[config.mk]
export PLATFORM = sky130hd
export DESIGN_NAME = can_mode_seq
export DESIGN_NICKNAME = d
export VERILOG_FILES = /design/src/rtl/can_mode_pkg.sv /design/src/rtl/can_rx_sync.sv /design/src/rtl/can_rec_counter.sv /design/src/rtl/can_act_track.sv /design/src/rtl/can_mode_fsm.sv /design/src/rtl/can_flag_unit.sv /design/src/rtl/can_mode_seq.sv
export SDC_FILE = /design/constraint.sdc
export NUM_CORES = 1
export LEC_CHECK = 0
export ABC_AREA = 1
export BUFFER_PORTS_ARGS = -buffer_cell sky130_fd_sc_hd__buf_2
export CAP_MARGIN = 20
export CORE_UTILIZATION = 45
export DETAILED_ROUTE_END_ITERATION = 10
export PLACE_DENSITY = 0.69
export SLEW_MARGIN = 20
export SYNTH_ARGS = -nofsm -noshare
export SYNTH_HDL_FRONTEND = slang
export SYNTH_SLANG_ARGS = --single-unit
[constraint.sdc]
create_clock -name clk_i -period 3 [get_ports clk_i]
set_clock_uncertainty 0.1 [all_clocks]
set_input_delay 0.6 -clock clk_i [delete_from_list [all_inputs] [get_ports clk_i]]
set_output_delay 0.6 -clock clk_i [all_outputs]
set_load 0.05 [all_outputs]
[src/rtl/can_mode_pkg.sv]
package can_mode_pkg;

    typedef enum logic [2:0] {
        ST_SLEEP    = 3'd0,
        ST_FRZ_PEND = 3'd1,
        ST_FREEZE   = 3'd2,
        ST_SYNC     = 3'd3,
        ST_NORMAL   = 3'd4,
        ST_SLP_PEND = 3'd5
    } mode_state_e;

    localparam int unsigned ACT_CH = 2;  // index 0 transmit, 1 receive

endpackage

[src/rtl/can_rx_sync.sv]
module can_rx_sync #(
    parameter int unsigned SYNC_STAGES = 2
) (
    input  logic clk_i,
    input  logic rst_ni,
    input  logic pin_i,
    input  logic tick_i,
    output logic now_o,
    output logic last_o
);
    logic [SYNC_STAGES-1:0] chain_q;

    always_ff @(posedge clk_i or negedge rst_ni) begin
        if (!rst_ni) begin
            chain_q <= '1;
        end else begin
            chain_q <= {chain_q[SYNC_STAGES-2:0], pin_i};
        end
    end

    assign now_o = chain_q[SYNC_STAGES-1];

    always_ff @(posedge clk_i or negedge rst_ni) begin
        if (!rst_ni) begin
            last_o <= 1'b1;
        end else if (tick_i) begin
            last_o <= now_o;
        end
    end


    last_hold_chk: assert property (@(posedge clk_i) disable iff (!rst_ni)
        !tick_i |=> $stable(last_o));

endmodule

[src/rtl/can_rec_counter.sv]
module can_rec_counter #(
    parameter int unsigned REC_BITS = 11
) (
    input  logic clk_i,
    input  logic rst_ni,
    input  logic soft_rst_i,
    input  logic en_i,
    input  logic tick_i,
    input  logic rx_i,
    output logic done_o
);
    localparam int unsigned CW = $clog2(REC_BITS + 1);
    localparam logic [CW-1:0] LIMIT = CW'(REC_BITS);

    logic [CW-1:0] cnt_q;

    always_ff @(posedge clk_i or negedge rst_ni) begin
        if (!rst_ni) begin
            cnt_q <= '0;
        end else if (soft_rst_i || !en_i) begin
            cnt_q <= '0;
        end else if (tick_i) begin
            if (!rx_i) begin
                cnt_q <= '0;
            end else if (cnt_q != LIMIT) begin
                cnt_q <= cnt_q + 1'b1;
            end
        end
    end

    assign done_o = (cnt_q == LIMIT);


    cnt_bound_chk: assert property (@(posedge clk_i) disable iff (!rst_ni)
        cnt_q <= LIMIT);


    cnt_idle_zero_chk: assert property (@(posedge clk_i) disable iff (!rst_ni)
        !en_i |=> (cnt_q == '0));

endmodule

[src/rtl/can_act_track.sv]
module can_act_track (
    input  logic clk_i,
    input  logic rst_ni,
    input  logic soft_rst_i,
    input  logic start_i,
    input  logic busy_i,
    output logic active_o
);
    always_ff @(posedge clk_i or negedge rst_ni) begin
        if (!rst_ni) begin
            active_o <= 1'b0;
        end else if (soft_rst_i) begin
            active_o <= 1'b0;
        end else begin
            active_o <= start_i | (active_o & busy_i);
        end
    end


    act_rise_chk: assert property (@(posedge clk_i) disable iff (!rst_ni)
        (start_i && !soft_rst_i) |=> active_o);

endmodule

[src/rtl/can_mode_fsm.sv]
module can_mode_fsm
    import can_mode_pkg::*;
(
    input  logic clk_i,
    input  logic rst_ni,
    input  logic soft_rst_i,
    input  logic sleep_req_i,
    input  logic freeze_req_i,
    input  logic idle_i,
    input  logic rec_done_i,
    output logic sleep_ack_o,
    output logic freeze_ack_o,
    output logic sync_en_o
);
    mode_state_e state_q, state_d;

    always_comb begin
        state_d = state_q;
        unique case (state_q)
            ST_SLEEP: begin
                if (freeze_req_i)          state_d = ST_FRZ_PEND;
                else if (!sleep_req_i)     state_d = ST_NORMAL;
            end
            ST_FRZ_PEND: begin
                if (!freeze_req_i)         state_d = ST_NORMAL;
                else if (idle_i)           state_d = ST_FREEZE;
            end
            ST_FREEZE: begin
                if (!freeze_req_i)         state_d = sleep_req_i ? ST_SLP_PEND : ST_SYNC;
            end
            ST_SYNC: begin
                if (freeze_req_i)          state_d = ST_FRZ_PEND;
                else if (sleep_req_i)      state_d = ST_SLP_PEND;
                else if (rec_done_i)       state_d = ST_NORMAL;
            end
            ST_NORMAL: begin
                if (freeze_req_i)          state_d = ST_FRZ_PEND;
                else if (sleep_req_i)      state_d = ST_SLP_PEND;
            end
            ST_SLP_PEND: begin
                if (freeze_req_i)          state_d = ST_FRZ_PEND;
                else if (!sleep_req_i)     state_d = ST_NORMAL;
                else if (idle_i)           state_d = ST_SLEEP;
            end
            default:                       state_d = ST_SLEEP;
        endcase
    end

    always_ff @(posedge clk_i or negedge rst_ni) begin
        if (!rst_ni) begin
            state_q <= ST_SLEEP;
        end else if (soft_rst_i) begin
            state_q <= ST_SLEEP;
        end else begin
            state_q <= state_d;
        end
    end

    always_comb begin
        sleep_ack_o  = 1'b0;
        freeze_ack_o = 1'b0;
        sync_en_o    = 1'b0;
        unique case (state_q)
            ST_SLEEP:    sleep_ack_o  = 1'b1;
            ST_FREEZE:   freeze_ack_o = 1'b1;
            ST_SYNC: begin
                freeze_ack_o = 1'b1;
                sync_en_o    = 1'b1;
            end
            default: begin
                sleep_ack_o  = 1'b0;
                freeze_ack_o = 1'b0;
            end
        endcase
    end


    no_dual_ack_chk: assert property (@(posedge clk_i) disable iff (!rst_ni)
        !(sleep_ack_o && freeze_ack_o));


    sleep_to_freeze_gap_chk: assert property (@(posedge clk_i) disable iff (!rst_ni)
        ($fell(sleep_ack_o) && !soft_rst_i) |-> !freeze_ack_o);

endmodule

[src/rtl/can_flag_unit.sv]
module can_flag_unit (
    input  logic       clk_i,
    input  logic       rst_ni,
    input  logic       soft_rst_i,
    input  logic       sleep_ack_i,
    input  logic       enter_ie_i,
    input  logic       rx_now_i,
    input  logic [1:0] clr_i,
    output logic       enter_flag_o,
    output logic       exit_flag_o
);
    logic ack_prev_q;
    logic enter_evt, exit_evt, wake_evt;

    assign enter_evt = sleep_ack_i & ~ack_prev_q;
    assign exit_evt  = ~sleep_ack_i & ack_prev_q;
    assign wake_evt  = sleep_ack_i & ~rx_now_i;

    always_ff @(posedge clk_i or negedge rst_ni) begin
        if (!rst_ni) begin
            ack_prev_q   <= 1'b1;
            enter_flag_o <= 1'b0;
            exit_flag_o  <= 1'b0;
        end else if (soft_rst_i) begin
            ack_prev_q   <= 1'b1;
            enter_flag_o <= 1'b0;
            exit_flag_o  <= 1'b0;
        end else begin
            ack_prev_q <= sleep_ack_i;
            if (enter_evt && enter_ie_i)      enter_flag_o <= 1'b1;
            else if (clr_i[0] || exit_evt)    enter_flag_o <= 1'b0;
            if (exit_evt || wake_evt)         exit_flag_o  <= 1'b1;
            else if (clr_i[1])                exit_flag_o  <= 1'b0;
        end
    end


    enter_src_chk: assert property (@(posedge clk_i) disable iff (!rst_ni)
        $rose(enter_flag_o) |-> $past(sleep_ack_i && enter_ie_i));


    exit_src_chk: assert property (@(posedge clk_i) disable iff (!rst_ni)
        $rose(exit_flag_o) |-> $past(sleep_ack_i || ack_prev_q));

endmodule

[src/rtl/can_mode_seq.sv]
module can_mode_seq
    import can_mode_pkg::*;
#(
    parameter int unsigned REC_BITS    = 11,
    parameter int unsigned SYNC_STAGES = 2
) (
    input  logic       clk_i,
    input  logic       rst_ni,
    input  logic       soft_rst_i,
    input  logic       cfg_wr_i,
    input  logic       cfg_sleep_i,
    input  logic       cfg_freeze_i,
    input  logic       cfg_autowake_i,
    input  logic       cfg_enter_ie_i,
    input  logic [1:0] flag_clr_i,
    input  logic       bit_tick_i,
    input  logic       rx_pin_i,
    input  logic       tx_start_i,
    input  logic       tx_busy_i,
    input  logic       rx_start_i,
    input  logic       rx_busy_i,
    output logic       sleep_req_o,
    output logic       sleep_ack_o,
    output logic       freeze_ack_o,
    output logic       rx_now_o,
    output logic       rx_last_o,
    output logic       tx_active_o,
    output logic       rx_active_o,
    output logic       enter_flag_o,
    output logic       exit_flag_o,
    output logic       status_irq_o
);
    logic freeze_req_q, autowake_q, enter_ie_q;
    logic hw_wake, idle, rec_done, sync_en;
    logic [ACT_CH-1:0] act_start, act_busy, act_flag;

    // request word; the sleep bit comes up set
    always_ff @(posedge clk_i or negedge rst_ni) begin
        if (!rst_ni) begin
            sleep_req_o  <= 1'b1;
            freeze_req_q <= 1'b0;
            autowake_q   <= 1'b0;
            enter_ie_q   <= 1'b0;
        end else if (soft_rst_i) begin
            sleep_req_o  <= 1'b1;
            freeze_req_q <= 1'b0;
            autowake_q   <= 1'b0;
            enter_ie_q   <= 1'b0;
        end else if (cfg_wr_i) begin
            sleep_req_o  <= cfg_sleep_i;
            freeze_req_q <= cfg_freeze_i;
            autowake_q   <= cfg_autowake_i;
            enter_ie_q   <= cfg_enter_ie_i;
        end else if (hw_wake) begin
            sleep_req_o  <= 1'b0;
        end
    end

    assign hw_wake = sleep_ack_o & autowake_q & ~rx_now_o;

    can_rx_sync #(.SYNC_STAGES(SYNC_STAGES)) rx_sync_i (
        .clk_i  (clk_i),
        .rst_ni (rst_ni),
        .pin_i  (rx_pin_i),
        .tick_i (bit_tick_i),
        .now_o  (rx_now_o),
        .last_o (rx_last_o)
    );

    assign act_start = {rx_start_i, tx_start_i};
    assign act_busy  = {rx_busy_i,  tx_busy_i};

    for (genvar g = 0; g < ACT_CH; g++) begin : g_act
        can_act_track act_i (
            .clk_i      (clk_i),
            .rst_ni     (rst_ni),
            .soft_rst_i (soft_rst_i),
            .start_i    (act_start[g]),
            .busy_i     (act_busy[g]),
            .active_o   (act_flag[g])
        );
    end

    assign tx_active_o = act_flag[0];
    assign rx_active_o = act_flag[1];
    assign idle        = ~|act_flag;

    can_rec_counter #(.REC_BITS(REC_BITS)) rec_i (
        .clk_i      (clk_i),
        .rst_ni     (rst_ni),
        .soft_rst_i (soft_rst_i),
        .en_i       (sync_en),
        .tick_i     (bit_tick_i),
        .rx_i       (rx_now_o),
        .done_o     (rec_done)
    );

    can_mode_fsm fsm_i (
        .clk_i        (clk_i),
        .rst_ni       (rst_ni),
        .soft_rst_i   (soft_rst_i),
        .sleep_req_i  (sleep_req_o),
        .freeze_req_i (freeze_req_q),
        .idle_i       (idle),
        .rec_done_i   (rec_done),
        .sleep_ack_o  (sleep_ack_o),
        .freeze_ack_o (freeze_ack_o),
        .sync_en_o    (sync_en)
    );

    can_flag_unit flag_i (
        .clk_i        (clk_i),
        .rst_ni       (rst_ni),
        .soft_rst_i   (soft_rst_i),
        .sleep_ack_i  (sleep_ack_o),
        .enter_ie_i   (enter_ie_q),
        .rx_now_i     (rx_now_o),
        .clr_i        (flag_clr_i),
        .enter_flag_o (enter_flag_o),
        .exit_flag_o  (exit_flag_o)
    );

    assign status_irq_o = enter_flag_o | exit_flag_o;


    freeze_idle_chk: assert property (@(posedge clk_i) disable iff (!rst_ni)
        $rose(freeze_ack_o) |-> $past(!tx_active_o && !rx_active_o));


    sleep_idle_chk: assert property (@(posedge clk_i) disable iff (!rst_ni)
        ($rose(sleep_ack_o) && !$past(soft_rst_i)) |-> $past(!tx_active_o && !rx_active_o));


    wake_clears_req_chk: assert property (@(posedge clk_i) disable iff (!rst_ni)
        (hw_wake && !cfg_wr_i && !soft_rst_i) |=> !sleep_req_o);

endmodule

## After elaboration in Yosys (flattened, before gate mapping)

Cells that the tools add are included.

| storage, ports and cells | value |
|---|---|
| flip-flop bits (word level) | 19 |
| word-level logic and storage cells | 97 |
| bits in read-only memories | 0 |
| bits in latches | 0 |
| memories | 0 |
| RAM bits | 0 |
| input port bits | 16 |

| operators by class | value |
|---|---|
| $mul | 0 |
| equality and inequality tests | 14 |
| reductions and logical operators | 15 |
| div/mod/pow operators | 0 |
| multiplexer cells | 41 |
| $lt $le $gt $ge | 0 |
| add/sub/neg operators | 1 |
| bitwise operators | 13 |
| shifts and indexed selects | 0 |

Operators with widths:

| operator | count |
|---|---|
| $mux W3 | 15 |
| $mux W1 | 21 |
| $pmux W3 S6 | 1 |
| $mux W4 | 4 |
| $ne A4 B4 Y1 const B | 4 |
| $reduce_bool A3 Y1 | 3 |
| $and A1 B1 Y1 | 7 |
| $eq A3 B2 Y1 const B | 2 |
| $eq A3 B3 Y1 const B | 2 |
| $reduce_and A6 Y1 | 1 |
| $ne A5 B4 Y1 const B | 1 |
| $ne A5 B5 Y1 const B | 1 |
| $add A4 B1 Y4 const B | 1 |
| $eq A4 B4 Y1 const B | 1 |
| $reduce_bool A2 Y1 | 2 |
| $reduce_or A2 Y1 | 2 |
| $eq A3 B1 Y1 const B | 1 |
| $logic_not A3 Y1 | 1 |
| $logic_or A1 B1 Y1 | 3 |
| $ne A3 B1 Y1 const B | 1 |
| $ne A3 B3 Y1 const B | 1 |
| $not A1 Y1 | 3 |
| $or A1 B1 Y1 | 3 |
| $reduce_and A2 Y1 | 1 |
| other kinds (2) | 2 |

## Depth between registers and ports, before layout

Gate-level depths: netlist of the first run.

| depth | value |
|---|---|
| depth after elaboration | 8 |
| mapped depth | 9 |

## By module

From an unflattened synthesis of the first run, not the netlist that was laid out.

| second synthesis, totals | value |
|---|---|
| cells, all modules | 159 |
| area total of the unflattened synthesis | 1152.4 um^2 |

By module, submodules not included:

| module | area each (um^2) | times used | seq. area each (um^2) | cells an instance |
|---|---|---|---|---|
| can_mode_fsm | 367.9 | 1 | 75.1 | 65 |
| can_rec_counter | 279.0 | 1 | 100.1 | 40 |
| can_mode_seq | 181.4 | 1 | 101.3 | 22 |
| can_flag_unit | 147.6 | 1 | 76.3 | 17 |
| can_rx_sync | 93.8 | 1 | 78.8 | 7 |
| can_act_track | 41.3 | 2 | 25.0 | 4 |

## Least setup slack after synthesis of the first run

No wires, ideal clock.

| timing path | value |
|---|---|
| path kind | reg-to-output |
| from | register fsm_i.state_q[1] |
| to | output port freeze_ack_o |
| data arrival time | 1.183 ns |
| data required time | 2.300 ns |
| cell stages (with the launch flop) | 3 |
| path slack | 1.117 ns |
| buffers on the path | 0 |
| path through | dfrtp_1 inv_1 nor2_1 |

| on the way | value |
|---|---|
| cells in the longest elaborated chain, start to end | 3 |

RTL lines:

| element | RTL line | text |
|---|---|---|
| start: declaration | can_mode_fsm.sv:15 | `mode_state_e state_q, state_d;` |
| start signal: assignment | can_mode_fsm.sv:55 | `state_q <= state_d;` |
| $eq A3 B2 Y1 | can_mode_fsm.sv:63 | `unique case (state_q)` |
| $reduce_or A2 Y1 (no line) (*) | n/a |  |
| $mux W1 (*) | can_mode_fsm.sv:63 |  |
| end: declaration | can_mode_seq.sv:24 | `output logic freeze_ack_o,` |

Mark *: on every way between the ends. The rest lies on a longest branch, timed or not.

## Worst setup path after layout of the first run

| timing path | value |
|---|---|
| from | register fsm_i.state_q[1] |
| to | output port sleep_ack_o |

| on the way | value |
|---|---|
| cells in the longest elaborated chain, start to end | 2 |

RTL lines:

| element | RTL line | text |
|---|---|---|
| $logic_not A3 Y1 | can_mode_fsm.sv:63 |  |
| $mux W1 | can_mode_fsm.sv:63 |  |
| end: declaration | can_mode_seq.sv:23 | `output logic sleep_ack_o,` |

Every way passes these cells.

==> results of run 1 <==
-- area by class of cell --
type                            instances  share of cell area (%)
Inverter                               17                    5.13
Multi-Input combinational cell         96                    41.1
Timing Repair Buffer                   25                    10.1
Clock buffer                            4                    2.11
Sequential cell                        19                    38.7
Tap cell                               28                    2.82
-- metal layers --
| layer | wire length (um) | vias to the layer above | track usage [%] |
|---|---|---|---|
| met2 | 1140 | 28 | 37.6 |
| met3 | 83 | 7 | 2.73 |
| met4 | 58 | 0 | 11.1 |
| met1 | 1020 | 467 | 24.6 |
| li1 | - | 496 | - |
| met5 | 0 | - | 0 |
-- cell usage in the layout (no fill, tap or decap) --
cell	synthesis	layout
buf_2	1	25
nand2_1	23	23
nor2_1	19	19
inv_1	15	15
dfrtp_1	14	14
nand3_1	13	13
a21oi_1	6	6
nand4_1	5	5
o21ai_1	5	5
dfstp_2	5	5
nand2_2	4	4
nor2_2	3	3
nand3_2	3	3
clkbuf_4	0	3
inv_2	2	2
nand2_4	2	2
o21ai_0	2	2
a31oi_1	2	2
or2_2	1	1
nor2_4	1	1
o21bai_1	1	1
nand3b_1	1	1
nor3_4	1	1
o31ai_1	1	1
xor2_1	1	1
o22ai_1	1	1
ha_1	1	1
clkbuf_1	0	1
-- through the flow --
step	cell area (um2)	hold WS [ns]	worst slack (ns)
6_report	1240	0.121	0.860
5_1_grt	1240	0.153	0.799
4_1_cts	1240	0.132	0.852
3_5_place_dp	1220	0.249	1.20
3_3_place_gp	1220	0.246	1.23
2_1_floorplan	1060	0.204	1.12
-- kinds of logic after synthesis --
group | synth area share, %
flip-flops | 45.3
adder cells (fa/ha/maj) | 1.18
AO/OA/AOI/OAI | 9.31
buffers and inverters | 6.48
AND/OR/NAND/NOR | 36.9
XOR/XNOR | 0.825
-- power groups by stage --
stage	registers, mW	logic [mW]	clock network, mW
floorplan	0.369	0.244	0
global placement	0.337	0.351	0
detailed placement	0.337	0.362	0
CTS	0.333	0.364	0.137
global route	0.338	0.396	0.141
finish	0.334	0.363	0.133
-- flip-flops by register name, summed over array words and instances (netlist names) --
signal,cells
rec_i.cnt_q,4
fsm_i.state_q,3
g_act.act_i.active_o,2
rx_sync_i.chain_q,2
autowake_q,1
enter_ie_q,1
flag_i.ack_prev_q,1
flag_i.enter_flag_o,1
flag_i.exit_flag_o,1
freeze_req_q,1
rx_sync_i.last_o,1
sleep_req_o,1
-- critical path, stage by stage, from the launching register on --
cell     delay [ns]
dfrtp_1        0.48
nor2_2         0.19
nand2_2        0.12
inv_1          0.09
buf_2          0.26
-- worst max path at each step --
stage	startpoint	endpoint	slack, ns	depth (start not counted)
final	fsm_i.state_q[1]	sleep_ack_o	0.86	4
after global routing	fsm_i.state_q[1]	sleep_ack_o	0.80	4
after CTS	fsm_i.state_q[1]	sleep_ack_o	0.85	4
after detailed placement	fsm_i.state_q[1]	sleep_ack_o	1.20	4
after global placement	fsm_i.state_q[1]	sleep_ack_o	1.23	4
after floorplan	fsm_i.state_q[1]	freeze_ack_o	1.12	2
==> summary.txt, run 1 <==
Status
  • Outcome: finished, final reports clean

Worst setup path
  • Crit path max fanout: 7
  • Req. time, crit path: 2.30 ns
  • CP Launch Type: flip-flop
  • Flop2flop setup slack: 1.52 ns
  • Worst setup EP type: output port
  • RR Startpoint: fsm_i.state_q[2]
  • Worst r2r path cells: 8
  • Crit path DAT: 1.44 ns
  • CP Class: flip-flop to output port
  • Crit Reg-Reg Endpoint: fsm_i.state_q[2]

Cells and area
  • Multi-input gate area: 512 um2
  • Non-Filler Instances: 189
  • Share of cells above drive strength 1: 31.1%
  • Syn-to-layout area delta: 17.1%
  • NumNets Final: 179
  • Total inserted antenna cells: 0
  • Final core occ: 56.2%
  • Fill cells: 217
  • Reg area: 482 um2

Synthesis
  • Register area share after synthesis: 45.3%
  • Syn Nets: 150
  • Post-synth EDFFs: 0
  • Synth area leader: dfrtp_1
  • Async set-reset flop share out of synthesis: 100%
  • Top FF cell, synth: dfrtp_1
  • Netlist Area Pre-Place: 1060 um2
  • Most common cell in the synthesized netlist: nand2_1
  • Yosys top cell area share: 33.0%
  • Top cells by count, synth: nand2_1 (23), nor2_1 (19), inv_1 (15)
  • Number of synthesized register bits: 19
  • Post-synth cell types: 26
  • YS warnings: 0
  • Synth area leaders: dfrtp_1 (33%), dfstp_2 (12%), nand2_1 (8.1%), nor2_1 (6.7%), nand3_1 (6.1%)
  • Avg Inst Size Synth: 7.99 um2
  • Cells after Synth: 133

Timing
  • Final Hold Vio Count: 0
  • Slew margin rel.: 71.1%
  • RSZ-0062 raised after global routing: false
  • Slew Viols, Final: 0
  • Fmax: 467 MHz
  • Sum of negative setup slack: 0 ns
  • Worst slew pin tran: 0.434 ns
  • # setup viols final: 0
  • Post-layout min period: 2.14 ns
  • Final Cycle Share: 71.3%

Global route
  • Pin count of the biggest net entering global routing: 20
  • First-pass GRT wire length: 4000 um
  • Initial antenna violation count: 0
  • Total gr overflow: 0
  • Vias in the first global route: 942
  • GRT Total Usage: 21.2%

Die
  • Die height: 50.6 um
  • Die footprint: 2560 um2
  • Die width: 50.6 um
  • I/O pin cnt: 26
  • Initial Util: 48.0%
  • Total core area: 2210 um2
  • FP Rows: 17

Pwr
  • Internal power: 0.445 mW
  • Combinational share of power: 43.8%
  • Clock share of power: 16.0%
  • Switching power: 0.384 mW
  • Sw Ratio: 46.3%
  • Sequential share of power: 40.2%
  • Maximum vdd ir drop: 0.441 mV
  • Pwr Total: 0.829 mW
  • Leak pwr: 0.644 nW
  • Power Density: 667 nW/um2

Job
  • MaxCap Viol Count: 0

CTS
  • Clock-pin slew on the worst setup and hold paths: 0.11 ns
  • Clk sinks: 19
  • CTS tree: yes
  • Post_cts resized: 0
  • CTS max path bufs: 2
  • Hold Buf Count CTS: 0
  • Skew-Pair Late Insertion Delay: 0.30 ns
  • Root Buffer: clkbuf_4
  • CTS buffer count: 3
  • Post-CTS setup buffers: 0
  • Number of H-tree levels: 1

Place
  • GPL Wtd Cong: 0.787
  • # port buffers: 25
  • DP Wirelength: 1700 um
  • Placed insts: 185

Route
  • WL/cell: 12.2 um
  • Via count: 998
  • Via/cell ratio: 5.28
  • Routed WL: 2310 um
  • # DRC: 0
  • TritonRoute pass-1 iters: 4
  • 1st-iter DRT viols: 31
  • Antenna viol nets, final: 0

Worst hold path
  • Worst Hold Class: input port to asynchronous set/reset pin
No activity file was read; power rests on OpenSTA's default activity.
==> run 2: changes to the inputs <==
--- a/config.mk
+++ b/config.mk
@@ -10,7 +10,7 @@
 export CAP_MARGIN = 20
 export CORE_UTILIZATION = 45
 export DETAILED_ROUTE_END_ITERATION = 10
-export PLACE_DENSITY = 0.69
+export PLACE_DENSITY = 0.72
 export SLEW_MARGIN = 20
 export SYNTH_ARGS = -nofsm -noshare
 export SYNTH_HDL_FRONTEND = slang
==> constraint.sdc (replaced) <==
create_clock -name clk_i -period 1.78 [get_ports clk_i]
set_clock_uncertainty 0.1 [all_clocks]
set_input_delay 0.356 -clock clk_i [delete_from_list [all_inputs] [get_ports clk_i]]
set_output_delay 0.356 -clock clk_i [all_outputs]
set_load 0.05 [all_outputs]
==> summary.txt, run 2 (synthesis gave the netlist of run 1 again) <==
Worst setup path
  • CP Launch Type: flip-flop
  • Crit path max fanout: 6
  • Crit path DAT: 1.27 ns
  • Worst path top cell family by delay: flip-flops
  • Worst path slowest cell: dfrtp_2
  • Req. time, crit path: 1.32 ns
  • Slowest stage delay, CP: 0.46 ns
  • Worst setup EP type: output port
  • CP Class: flip-flop to output port
  • Crit path cell chain: nor2_4, nand2_2, inv_1, buf_6
  • WP buf/inv: 2

Global route
  • Initial antenna violation count: 0
  • Total gr overflow: 0
  • GRT Total Usage: 20.2%
  • Vias in the first global route: 938
  • Pin count of the biggest net entering global routing: 20
  • First-pass GRT wire length: 3800 um

Route
  • # DRC: 0
  • WL/cell: 12.1 um
  • Routed WL: 2360 um
  • 1st-iter DRT viols: 24
  • TritonRoute pass-1 iters: 4
  • Via count: 1014
  • Via/cell ratio: 5.20
  • Antenna viol nets, final: 0

Timing
  • Fmax: 580 MHz
  • Setup ws final: 0.0571 ns
  • Final Hold Vio Count: 0
  • Slew Viols, Final: 0
  • # setup viols final: 0
  • Slew margin rel.: 71.3%
  • Worst slew pin tran: 0.430 ns
  • Final Cycle Share: 96.8%
  • Post-layout min period: 1.72 ns
  • Hold Slack: 0.0301 ns

Place
  • Place WS: 0.232 ns
  • # port buffers: 25
  • DP Wirelength: 1700 um
  • GPL Wtd Cong: 0.807

Die
  • Total core area: 2210 um2
  • I/O pin cnt: 26
  • FP Rows: 17
  • Die footprint: 2560 um2
  • Die width: 50.6 um
  • Die height: 50.6 um
  • Initial Util: 48.0%

CTS
  • CTS max path bufs: 2
  • Number of H-tree levels: 1
  • CTS tree: yes
  • Clock-pin slew on the worst setup and hold paths: 0.11 ns
  • Skew-Pair Late Insertion Delay: 0.31 ns
  • Clk sinks: 19
  • Root Buffer: clkbuf_4
  • CTS buffer count: 3

Pwr
  • Leak pwr: 0.678 nW
  • Maximum vdd ir drop: 0.937 mV
  • Power Density: 1140 nW/um2

Cells and area
  • NumNets Final: 185
  • Total inserted antenna cells: 0
  • Max reg flops: 4
  • Syn-to-layout area delta: 23.0%
  • Largest registers: rec_i.cnt_q (4), fsm_i.state_q (3)
  • Largest Register: rec_i.cnt_q
  • Share of cells above drive strength 1: 34.7%
  • Multi-input gate area: 517 um2
  • Reg area: 484 um2
  • Most common cell after layout, fill and taps aside: buf_2
  • Commonest cells after routing, fill and taps aside: buf_2 (24), nand2_1 (23), nor2_1 (19), inv_1 (15), nand3_1 (13)
  • Fill cells: 208

Status
  • Outcome: finished, final reports clean

Job
  • MaxCap Viol Count: 0

Worst hold path
  • Worst Hold Class: input port to flip-flop
[run 2: final cells by class]
class	count	area share, %
clock buffer	3	1.72
clock inverter	1	0.383
inverter	17	4.89
multi-input combinational	96	39.6
sequential	19	37.1
tap	28	2.68
timing repair buffer	31	13.7
[run 2: stage by stage]
stage          setup TNS (ns)  total power [mW]  cell area, um2  cells  util (%)
6_report                    0              1.48            1310    195      59.0
5_1_grt              -0.00812              1.57            1310    195      59.0
3_3_place_gp                0              1.16            1220    185      55.0
4_1_cts                     0              1.44            1280    193      58.0
3_5_place_dp                0              1.17            1220    185      55.0
2_1_floorplan               0              1.03            1060    133         -
[run 2: per-layer routing]
metal  wire length [um]  GRT usage [%]  up-vias
li1                   -              -      508
met2               1200           35.3       31
met4                 51           11.1        0
met5                  0              0        -
met1                984           22.8      469
met3                115           4.24        6
[run 2: power by group]
group	switching [mW]	internal (mW)
Sequential	0.0662	0.499
Clock	0.140	0.0840
Combinational	0.463	0.232
[run 2: worst register-to-register path, stage by stage (launching register included)]
cell     delay, ns
dfrtp_1       0.46
inv_2         0.09
buf_4         0.15
nand3_2       0.15
nor2_2        0.13
nand3_2       0.09
nand2_4       0.10
nor2_4        0.05
nand2_1       0.05
nand2_1       0.05
[run 2: final timing paths]
path / from / to / slack, ns / cells past startpoint
max in group asynchronous: rst_ni / sleep_req_o / 0.84 / 2
worst min register to register: rx_sync_i.chain_q[0] / rx_sync_i.chain_q[1] / 0.26 / 0
worst min-delay path: rx_pin_i / rx_sync_i.chain_q[0] / 0.03 / 1
worst max register to register: fsm_i.state_q[2] / fsm_i.state_q[1] / 0.26 / 9
min in group asynchronous: rst_ni / flag_i.enter_flag_o / 0.40 / 2
worst max-delay path: fsm_i.state_q[1] / sleep_ack_o / 0.06 / 4
[run 2: what timing repair did]
item,CTS,global route
setup endpoints to repair,1,1
buffers inserted,3,2
endpoints found under the hold margin,14,0
hold buffers,1,0
gates resized for setup,3,2
